### config.mk
export PLATFORM = sky130hd
export DESIGN_NAME = bscan_io_chain
export DESIGN_NICKNAME = d
export VERILOG_FILES = /design/src/rtl/bscan_io_chain.sv
export SDC_FILE = /design/constraint.sdc
export NUM_CORES = 1
export LEC_CHECK = 0
export BUFFER_PORTS_ARGS = -buffer_cell sky130_fd_sc_hd__buf_2
export CAP_MARGIN = 20
export CORE_ASPECT_RATIO = 1.5
export CORE_MARGIN = 2
export CORE_UTILIZATION = 40
export DETAILED_ROUTE_END_ITERATION = 8
export PLACE_DENSITY = 0.69
export SYNTH_ARGS = -nofsm -noshare
export SYNTH_HDL_FRONTEND = slang
export SYNTH_SLANG_ARGS = --single-unit
### constraint.sdc
create_clock -name tck -period 2.2 [get_ports tck]
set_input_delay 0 -clock tck [delete_from_list [all_inputs] [get_ports tck]]
set_output_delay 0 -clock tck [all_outputs]
set_load 0.02 [all_outputs]
### src/rtl/bscan_io_chain.sv
module bscan_io_chain #(
  parameter int NPIN = 4
) (
  input  logic            tck,
  input  logic            trst_n,
  input  logic            tdi,
  input  logic            capture_dr,
  input  logic            shift_dr,
  input  logic            update_dr,
  input  logic            extest,
  output logic            tdo,
  input  logic [NPIN-1:0] core_oe,
  input  logic [NPIN-1:0] core_out,
  input  logic [NPIN-1:0] pad_in,
  output logic [NPIN-1:0] pad_oe,
  output logic [NPIN-1:0] pad_out
);
  localparam int LEN = 3 * NPIN;

  logic [LEN-1:0]  chain;
  logic [LEN-1:0]  snap;
  logic [NPIN-1:0] hold_oe;
  logic [NPIN-1:0] hold_out;

  for (genvar gi = 0; gi < NPIN; gi++) begin : g_cell
    assign snap[3*gi]   = pad_in[gi];
    assign snap[3*gi+1] = pad_out[gi];
    assign snap[3*gi+2] = pad_oe[gi];
  end

  always_ff @(posedge tck or negedge trst_n) begin
    if (!trst_n)         chain <= '0;
    else if (capture_dr) chain <= snap;
    else if (shift_dr)   chain <= {tdi, chain[LEN-1:1]};
  end

  always_ff @(negedge tck or negedge trst_n) begin
    if (!trst_n) begin
      hold_oe  <= '0;
      hold_out <= '0;
    end else if (update_dr) begin
      for (int i = 0; i < NPIN; i++) begin
        hold_oe[i]  <= chain[3*i+2];
        hold_out[i] <= chain[3*i+1];
      end
    end
  end

  assign tdo     = chain[0];
  assign pad_oe  = extest ? hold_oe  : core_oe;
  assign pad_out = extest ? hold_out : core_out;

  a_r2_capture_pin0: assert property (@(posedge tck) disable iff (!trst_n)
    capture_dr |=> tdo == $past(pad_in[0]));

  a_r3_tdi_enters_head: assert property (@(posedge tck) disable iff (!trst_n)
    (shift_dr && !capture_dr) |=> chain[LEN-1] == $past(tdi));

  a_r7_idle_holds: assert property (@(posedge tck) disable iff (!trst_n)
    (!shift_dr && !capture_dr) |=> $stable(chain));

  a_r4_latch_only_on_update: assert property (@(negedge tck) disable iff (!trst_n)
    !update_dr |=> ($stable(hold_oe) && $stable(hold_out)));

  a_r4_latch_pin0: assert property (@(negedge tck) disable iff (!trst_n)
    update_dr |=> (hold_oe[0] == $past(chain[2]) && hold_out[0] == $past(chain[1])));
endmodule

==> flow_summary.json, run 1 <==
{
  "status": "finished clean",
  "vias": 644,
  "grt_max_degree": 21,
  "clk_latency_ps": 310,
  "worst_path_dominant_cell_family": "flip-flops",
  "synth_nets": 88,
  "gr-usage-all-layers": 0.154,
  "clock_sinks": 20,
  "synth_cell_types": 10,
  "fillers": 213,
  "fin_tns_setup_ps": 0,
  "cts_buffers": 3,
  "clkTransAtPathRegs_ps": 120,
  "peakVddDrop_uv": 336,
  "worst_pin_slew_ps": 447,
  "drtPass1Iterations": 2,
  "ys_async_sr_fraction": 1.00,
  "required_ps": 2200,
  "die_h_um": 66.0,
  "path_cells": "mux2_4 > buf_2",
  "hold_class": "in -> reg",
  "synth-edff-count": 0,
  "internal-power_uw": 764,
  "drive_gt1_frac": 0.624,
  "p_leak_uw": 0.000630,
  "r2r_cells": 2,
  "postRouteAntennaNets": 0,
  "synth_area_um2": 1030,
  "ys_warn_count": 0,
  "crit_path_max_fanout": 2,
  "grt_pass1_vias": 715,
  "io_buffers": 27,
  "die-area_um2": 2990,
  "synth_cells": 69,
  "drc_errors": 0,
  "grt_overflow": 0,
  "cts.path.max_buffers": 2,
  "place.gp.congestion": 0.704,
  "core_um2": 2450,
  "yosysMostFrequentCell": "mux2_2",
  "reg2reg_setup_slack_ps": 110,
  "seq_power_share": 0.475,
  "hold_viol_final": 0,
  "critPathSlowestCell": "dfrtn_1",
  "crit_buf_inv": 1,
  "holdPathStages": 3,
  "hold_start": "core_out[2]",
  "critPathMaxStageDelay_ps": 350,
  "rr_startpoint": "hold_oe[2]",
  "end_kind": "output port",
  "grt_first_pass_wirelength_um": 3210,
  "ys_seq_elements": 20,
  "synth_common_cells": "17 x mux2_2, 14 x mux2_4, 12 x dfrtp_1",
  "vias_per_cell": 5.15,
  "syn2layout_area_growth_pct": 25.2,
  "nets": 121,
  "yosys.area.top_type": "dfrtp_1",
  "grt_antenna_before_repair": 0,
  "critPathLaunchType": "register",
  "hold_ws_ps": 62.5,
  "start_util": 0.419,
  "synthTopCellsByArea": "dfrtp_1 29%, mux2_4 20%, dfrtn_1 20%, mux2_2 19%, mux2i_1 3.9%",
  "dp.cells": 115,
  "syn_area_per_cell_um2": 14.9,
  "routed_wl_um": 1960,
  "hold_end": "chain[7]",
  "p_sw_uw": 294,
  "yosysTopAreaCellShare": 0.293,
  "worst_r2r_endpoint": "chain[8]",
  "maxSlewHeadroom": 0.702,
  "setup_viol": 0,
  "p_comb_frac": 0.321,
  "first_iter_violations": 3,
  "p_sw_frac": 0.278,
  "wl_per_cell_um": 15.6,
  "critPathArrivalTime_ps": 2170,
  "p_per_area_nw_per_um2": 823,
  "die_x_um": 45.4,
  "antennaDiodeCount": 0,
  "drv_cap": 0,
  "utilization": 0.525,
  "fp-row-count": 22,
  "yosysSeqAreaShare": 0.488,
  "ios": 28,
  "fin_cells": 125,
  "dp_hpwl_um": 1330,
  "crit_type": "reg -> out",
  "htreeDepth": 1,
  "clockRootBuffer": "clkbuf_4",
  "ys.flop_type": "dfrtp_1",
  "drv_slew": 0,
  "cts_tree": "yes",
  "finalClockSkew_ps": 8.14,
  "pwr-share-clk": 0.203
}
-- flip-flops by register name, summed over array words and instances, names as in the netlist --
register	cells
hold_out	4
hold_oe	4
chain	12
-- how the worst max path moves through the flow --
| stage | start | end | slack, ps | cells past startpoint |
|---|---|---|---|---|
| 2_1_floorplan | hold_out[1] | chain[4] | 100 | 2 |
| 3_5_place_dp | hold_out[3] | chain[10] | 120 | 2 |
| 5_1_grt | hold_out[3] | pad_out[3] | -0.3 | 2 |
| 6_report | hold_out[3] | pad_out[3] | 30 | 2 |
| 3_3_place_gp | hold_out[0] | chain[1] | 140 | 2 |
| 4_1_cts | hold_oe[1] | pad_oe[1] | 10 | 2 |
-- worst register-to-register path: cells and delay by family, from the launching register on --
family        cells  cell delay [ps]
multiplexers      2              530
flip-flops        1              360
-- through the flow --
stage                     cell area (um2)  setup slack (ps)  total power (uW)
after detailed placement             1150               123               810
after global routing                 1280            -0.293              1120
after CTS                            1240              11.7              1030
after floorplan                      1030               103               728
final                                1280              26.6              1060
after global placement               1150               136               798
-- timing repair --
item	in CTS	in global routing
setup buffers	0	1
hold buffers	5	0
setup endpoints to repair	0	7
hold endpoints to repair	16	0
gates resized for setup	0	13
-- kinds of logic after synthesis --
group | share of synthesized area
AOI/OAI and AO/OA | 0.0195
buffers and inverters | 0.0366
DFF | 0.488
muxes | 0.441
and+or+nand+nor | 0.0146
-- routing by layer --
metal	global-route usage	wire length, um	share of wire
met5	0	0	0
met4	0.0993	57	0.029
met3	0.0191	58	0.030
met2	0.250	1020	0.52
met1	0.185	819	0.42
-- power groups by stage --
stage / registers (uW) / logic (uW) / clock network [uW]
after floorplan: 497 / 231 / 0
after global placement: 506 / 292 / 0
after detailed placement: 511 / 299 / 0
after CTS: 504 / 307 / 223
after global routing: 515 / 370 / 233
final: 503 / 340 / 215
-- cell usage in the layout, fill, tap and decap left out --
master | synthesis | routed
buf_2 | 3 | 21
mux2_2 | 17 | 17
mux2_4 | 14 | 14
dfrtp_1 | 12 | 12
dfrtn_1 | 8 | 8
buf_6 | 2 | 6
dlygate4sd3_1 | 0 | 5
mux2i_1 | 4 | 4
nand2_1 | 4 | 4
o21ai_1 | 4 | 4
clkbuf_4 | 0 | 3
mux2_1 | 1 | 1
clkbuf_8 | 0 | 1
buf_4 | 0 | 1
-- cell type report --
type / instances / area [um2] / area share
Sequential cell: 20 / 500 / 0.389
Multi-Input combinational cell: 44 / 488 / 0.380
Timing Repair Buffer: 33 / 230 / 0.179
Clock buffer: 4 / 36.3 / 0.0282
Tap cell: 24 / 30.0 / 0.0234
Power figures use the tool's default switching activity.
==> run 2: changes to the inputs <==
GPL_TIMING_DRIVEN = 1   (was not set)
PLACE_DENSITY = 0.76   (was 0.69)
SLEW_MARGIN = 10   (was not set)
==> flow_summary.json, run 2 (synthesis gave the netlist of run 1 again) <==
{
  "status": "finished clean",
  "dp.cells": 115,
  "critPathMaxStageDelay_ps": 350,
  "p_leak_uw": 0.000620,
  "hold_end": "chain[11]",
  "place.gp.congestion": 0.718,
  "htreeDepth": 1,
  "clock_sinks": 20,
  "crit_path_max_fanout": 2,
  "p_per_area_nw_per_um2": 815,
  "drv_cap": 0,
  "largest_reg_flops": 12,
  "r2r_cells": 2,
  "postRouteAntennaNets": 0,
  "start_util": 0.419,
  "fin_cells": 124,
  "worst_path_dominant_cell_family": "flip-flops",
  "grt_pass1_vias": 665,
  "rsz0062_at_grt": "false",
  "cts_tree": "yes",
  "syn2layout_area_growth_pct": 22.9,
  "layout_commonest_cell": "buf_2",
  "fin_tns_setup_ps": 0,
  "utilization": 0.515,
  "die-area_um2": 2990,
  "rr_startpoint": "hold_out[3]",
  "fp-row-count": 22,
  "core_um2": 2450,
  "gr-usage-all-layers": 0.134,
  "cts.path.max_buffers": 2,
  "drc_errors": 0,
  "die_h_um": 66.0,
  "finalClockSkew_ps": 2.45,
  "required_ps": 2200,
  "vias": 635,
  "peakVddDrop_uv": 404,
  "clockRootBuffer": "clkbuf_4",
  "critPathLaunchType": "register",
  "largest_register": "chain",
  "grt_max_degree": 21,
  "critPathArrivalTime_ps": 2170,
  "drive_gt1_frac": 0.620,
  "clk_latency_ps": 290,
  "vias_per_cell": 5.12,
  "clkTransAtPathRegs_ps": 110,
  "multiInputGateArea_um2": 488,
  "die_x_um": 45.4,
  "cts_buffers": 3,
  "final_cell_mix": "23 x buf_2, 17 x mux2_2, 14 x mux2_4",
  "grt_antenna_before_repair": 0,
  "crit_buf_inv": 1,
  "routed_wl_um": 1780,
  "drtPass1Iterations": 2,
  "ios": 28,
  "path_cells": "mux2_4 > buf_4",
  "grt_overflow": 0,
  "wl_per_cell_um": 14.3,
  "crit_type": "reg -> out",
  "holdPathStages": 3,
  "critPathSlowestCell": "dfrtn_1",
  "hold_viol_final": 0,
  "first_iter_violations": 1,
  "grt_first_pass_wirelength_um": 2870,
  "io_buffers": 27,
  "seq_area_um2": 500,
  "reg.largest.list": "chain (12), hold_oe (4), hold_out (4)",
  "drv_slew": 0,
  "worst_r2r_endpoint": "chain[10]",
  "setup_viol": 0,
  "end_kind": "output port",
  "nets": 120,
  "reg2reg_setup_slack_ps": 110,
  "worst_pin_slew_ps": 431,
  "antennaDiodeCount": 0,
  "hold_class": "in -> reg",
  "maxSlewHeadroom": 0.713,
  "hold_start": "tdi",
  "fillers": 213
}
[run 2: cell count changes in the layout (fill, tap and decap cells not counted), sizes merged]
cell  change
buf       -1
[run 2: worst max path at each step]
| stage | start | end | slack [ps] | depth (start not counted) |
|---|---|---|---|---|
| 3_3_place_gp | hold_out[0] | chain[1] | 130 | 2 |
| 3_5_place_dp | hold_out[0] | chain[1] | 120 | 2 |
| 4_1_cts | hold_out[2] | pad_out[2] | 30 | 2 |
| 5_1_grt | hold_oe[2] | pad_oe[2] | 0.9 | 2 |
| 2_1_floorplan | hold_out[1] | chain[4] | 100 | 2 |
| 6_report | hold_oe[2] | pad_oe[2] | 30 | 2 |
[run 2: final cells by class]
cell class	count	share of cell area
clock buffers	4	0.0288
repair buffers	32	0.164
multi-input cells	44	0.387
flip-flops and latches	20	0.397
well taps	24	0.0238
[run 2: what timing repair did]
item,in CTS,in global routing
hold endpoints to repair,16,0
gates resized for setup,0,7
endpoints found under the setup margin,0,4
buffers inserted,0,0
hold buffers,5,0
[run 2: layer usage]
layer / up-vias / share of wire / global-route usage
met5: - / 0 / 0
li1: 308 / - / -
met1: 309 / 0.42 / 0.163
met3: 4 / 0.035 / 0.0164
met2: 14 / 0.52 / 0.227
met4: 0 / 0.020 / 0.0662
[run 2: through the flow]
stage	power, uW	setup WS [ps]	area [um2]	hold WS [ps]
2_1_floorplan	728	103	1030	-296
3_3_place_gp	797	134	1150	-34.1
3_5_place_dp	809	118	1150	-36.6
4_1_cts	1020	26.2	1240	60.5
5_1_grt	1080	0.930	1260	63.3
6_report	1030	31.2	1260	62.9
[run 2: worst register-to-register path, delay by kind of cell (launching register included)]
| family | cells | cell delay [ps] |
|---|---|---|
| DFF | 1 | 350 |
| muxes | 2 | 540 |
[run 2: where the power goes]
part / internal [uW] / switching (uW) / leakage (uW)
clock: 101 / 107 / 0.0000210
combinational: 193 / 126 / 0.000361
sequential: 453 / 47.6 / 0.000238
total: 747 / 281 / 0.000620
==> run 3: changes to the inputs <==
ABC_AREA = 1   (was not set)
==> flow_summary.json, run 3 <==
{
  "critPathArrivalTime_ps": 2150,
  "crit_type": "reg -> out",
  "placedInstanceArea_um2": 1170,
  "ys_warn_count": 0,
  "reg.largest.list": "chain (12), hold_oe (4), hold_out (4)",
  "ios": 28,
  "yosysMostFrequentCell": "nand2_1",
  "power_uw": 840,
  "start_util": 0.425,
  "drtPass1Iterations": 4,
  "critPathSlowestCell": "dfrtn_1",
  "synth_nets": 147,
  "multiInputGateArea_um2": 462,
  "syn_area_per_cell_um2": 8.13,
  "seq_power_share": 0.538,
  "grt_first_pass_wirelength_um": 3570,
  "seq_area_um2": 500,
  "fillers": 221,
  "nets": 180,
  "postRouteAntennaNets": 0,
  "die_x_um": 45.7,
  "syn2layout_area_growth_pct": 21.5,
  "cts.path.max_buffers": 2,
  "critPathMaxStageDelay_ps": 430,
  "die_h_um": 66.5,
  "ys_async_sr_fraction": 1.00,
  "hold_viol_final": 0,
  "p_per_area_nw_per_um2": 664,
  "die-area_um2": 3040,
  "vias_per_cell": 5.00,
  "fin_tns_setup_ps": 0,
  "clk_latency_ps": 290,
  "dp_hpwl_um": 1550,
  "clkTransAtPathRegs_ps": 110,
  "yosys.area.top_type": "dfrtp_1",
  "pwr-share-clk": 0.248,
  "drv_slew": 0,
  "synth-edff-count": 0,
  "drv_cap": 0,
  "grt_pass1_vias": 837,
  "layout_commonest_cell": "nand2_1",
  "cts_resized": 0,
  "fp-row-count": 22,
  "p_sw_frac": 0.300,
  "finalClockSkew_ps": 4.54,
  "path_cells": "nand2_1 > nand2_1 > buf_2",
  "htreeDepth": 1,
  "grt_overflow": 0,
  "yosysSeqAreaShare": 0.481,
  "synth_cell_types": 13,
  "rsz0062_at_grt": "false",
  "maxSlewHeadroom": 0.707,
  "cts_buffers": 3,
  "critPathLaunchType": "register",
  "p_comb_frac": 0.214,
  "largest_reg_flops": 12,
  "status": "finished clean",
  "crit_top_cell": "nand2_1",
  "synth_common_cells": "53 x nand2_1, 12 x dfrtp_1, 10 x nand2_2",
  "wl_per_cell_um": 11.5,
  "ys.flop_type": "dfrtp_1",
  "worst_pin_slew_ps": 440,
  "setup_viol": 0,
  "clockRootBuffer": "clkbuf_4",
  "clock_sinks": 20,
  "yosysTopAreaCellShare": 0.288,
  "drc_errors": 0,
  "gr-usage-all-layers": 0.159,
  "synth_area_um2": 1040,
  "first_iter_violations": 33,
  "io_buffers": 27,
  "internal-power_uw": 588,
  "final_cell_mix": "53 x nand2_1, 27 x buf_2, 12 x dfrtp_1",
  "peakVddDrop_uv": 484,
  "cts_tree": "yes",
  "crit_buf_inv": 1,
  "final_area_um2": 1260,
  "crit_path_max_fanout": 2,
  "hold_class": "in -> reg",
  "core_um2": 2450,
  "post_cts_buffers": 0,
  "hold_ws_ps": 13.7,
  "antennaDiodeCount": 0,
  "drive_gt1_frac": 0.338,
  "place.gp.congestion": 0.757,
  "ys_seq_elements": 20,
  "p_sw_uw": 252,
  "routed_wl_um": 2120,
  "required_ps": 2200,
  "grt_antenna_before_repair": 0,
  "largest_register": "chain",
  "synth_cells": 128,
  "vias": 920,
  "p_leak_uw": 0.000700,
  "worst_path_dominant_cell_family": "flip-flops",
  "synthTopCellsByArea": "dfrtp_1 29%, dfrtn_1 19%, nand2_1 19%, nand3_2 8.7%, nand2_2 6.0%",
  "end_kind": "output port",
  "grt_max_degree": 21
}
[run 3: per-stage QoR]
stage / util / setup slack [ps] / cells
6_report: 0.516 / 54.4 / 184
2_1_floorplan: - / 279 / 128
3_5_place_dp: 0.477 / 365 / 174
3_3_place_gp: 0.477 / 377 / 174
4_1_cts: 0.516 / 71.4 / 184
5_1_grt: 0.516 / 7.17 / 184
[run 3: what timing repair did]
item | 4_1_cts | 5_1_grt
hold buffers | 6 | 0
endpoints found under the setup margin | 0 | 0
hold endpoints to repair | 17 | 0
[run 3: worst min-delay path: cells and delay by family]
family | cells | cell delay, ps
AND/OR/NAND/NOR | 4 | 210
buffers and inverters | 1 | 70
[run 3: area by class of cell]
type,instances,area share
tap,24,0.0237
inverter,11,0.0326
timing repair buffer,33,0.154
sequential,20,0.396
multi-input combinational,92,0.365
clock buffer,4,0.0287
[run 3: final timing paths]
path	startpoint	to	slack [ps]	cells after the start
min in group asynchronous	trst_n	chain[11]	160	2
max in group asynchronous	trst_n	hold_out[0]	720	2
worst max-delay path	hold_out[2]	pad_out[2]	50	3
worst max register to register	hold_out[2]	chain[7]	340	4
worst min register to register	hold_oe[2]	hold_oe[2]	490	2
worst min-delay path	core_out[3]	chain[10]	10	5
[run 3: per-layer routing]
layer	GRT usage	vias up	routed length (um)
met5	0	-	0
met3	0.0163	4	82
li1	-	460	-
met2	0.271	29	1120
met1	0.201	427	889
met4	0.0551	0	26
[run 3: power groups by stage]
stage	logic, uW	registers, uW	clock network, uW
after floorplan	117	453	0
after global placement	170	456	0
after detailed placement	173	459	0
after CTS	182	451	213
after global routing	203	457	232
final	180	452	209
[run 3: kinds of logic (layout without fill, tap and decap cells)]
logic type             count (synthesis)  after routing  share of synthesized area
and+or+nand+nor                       84             84                      0.405
AOI/OAI and AO/OA                      8              8                     0.0385
DFF                                   20             20                      0.481
buffers and inverters                 16             48                     0.0757
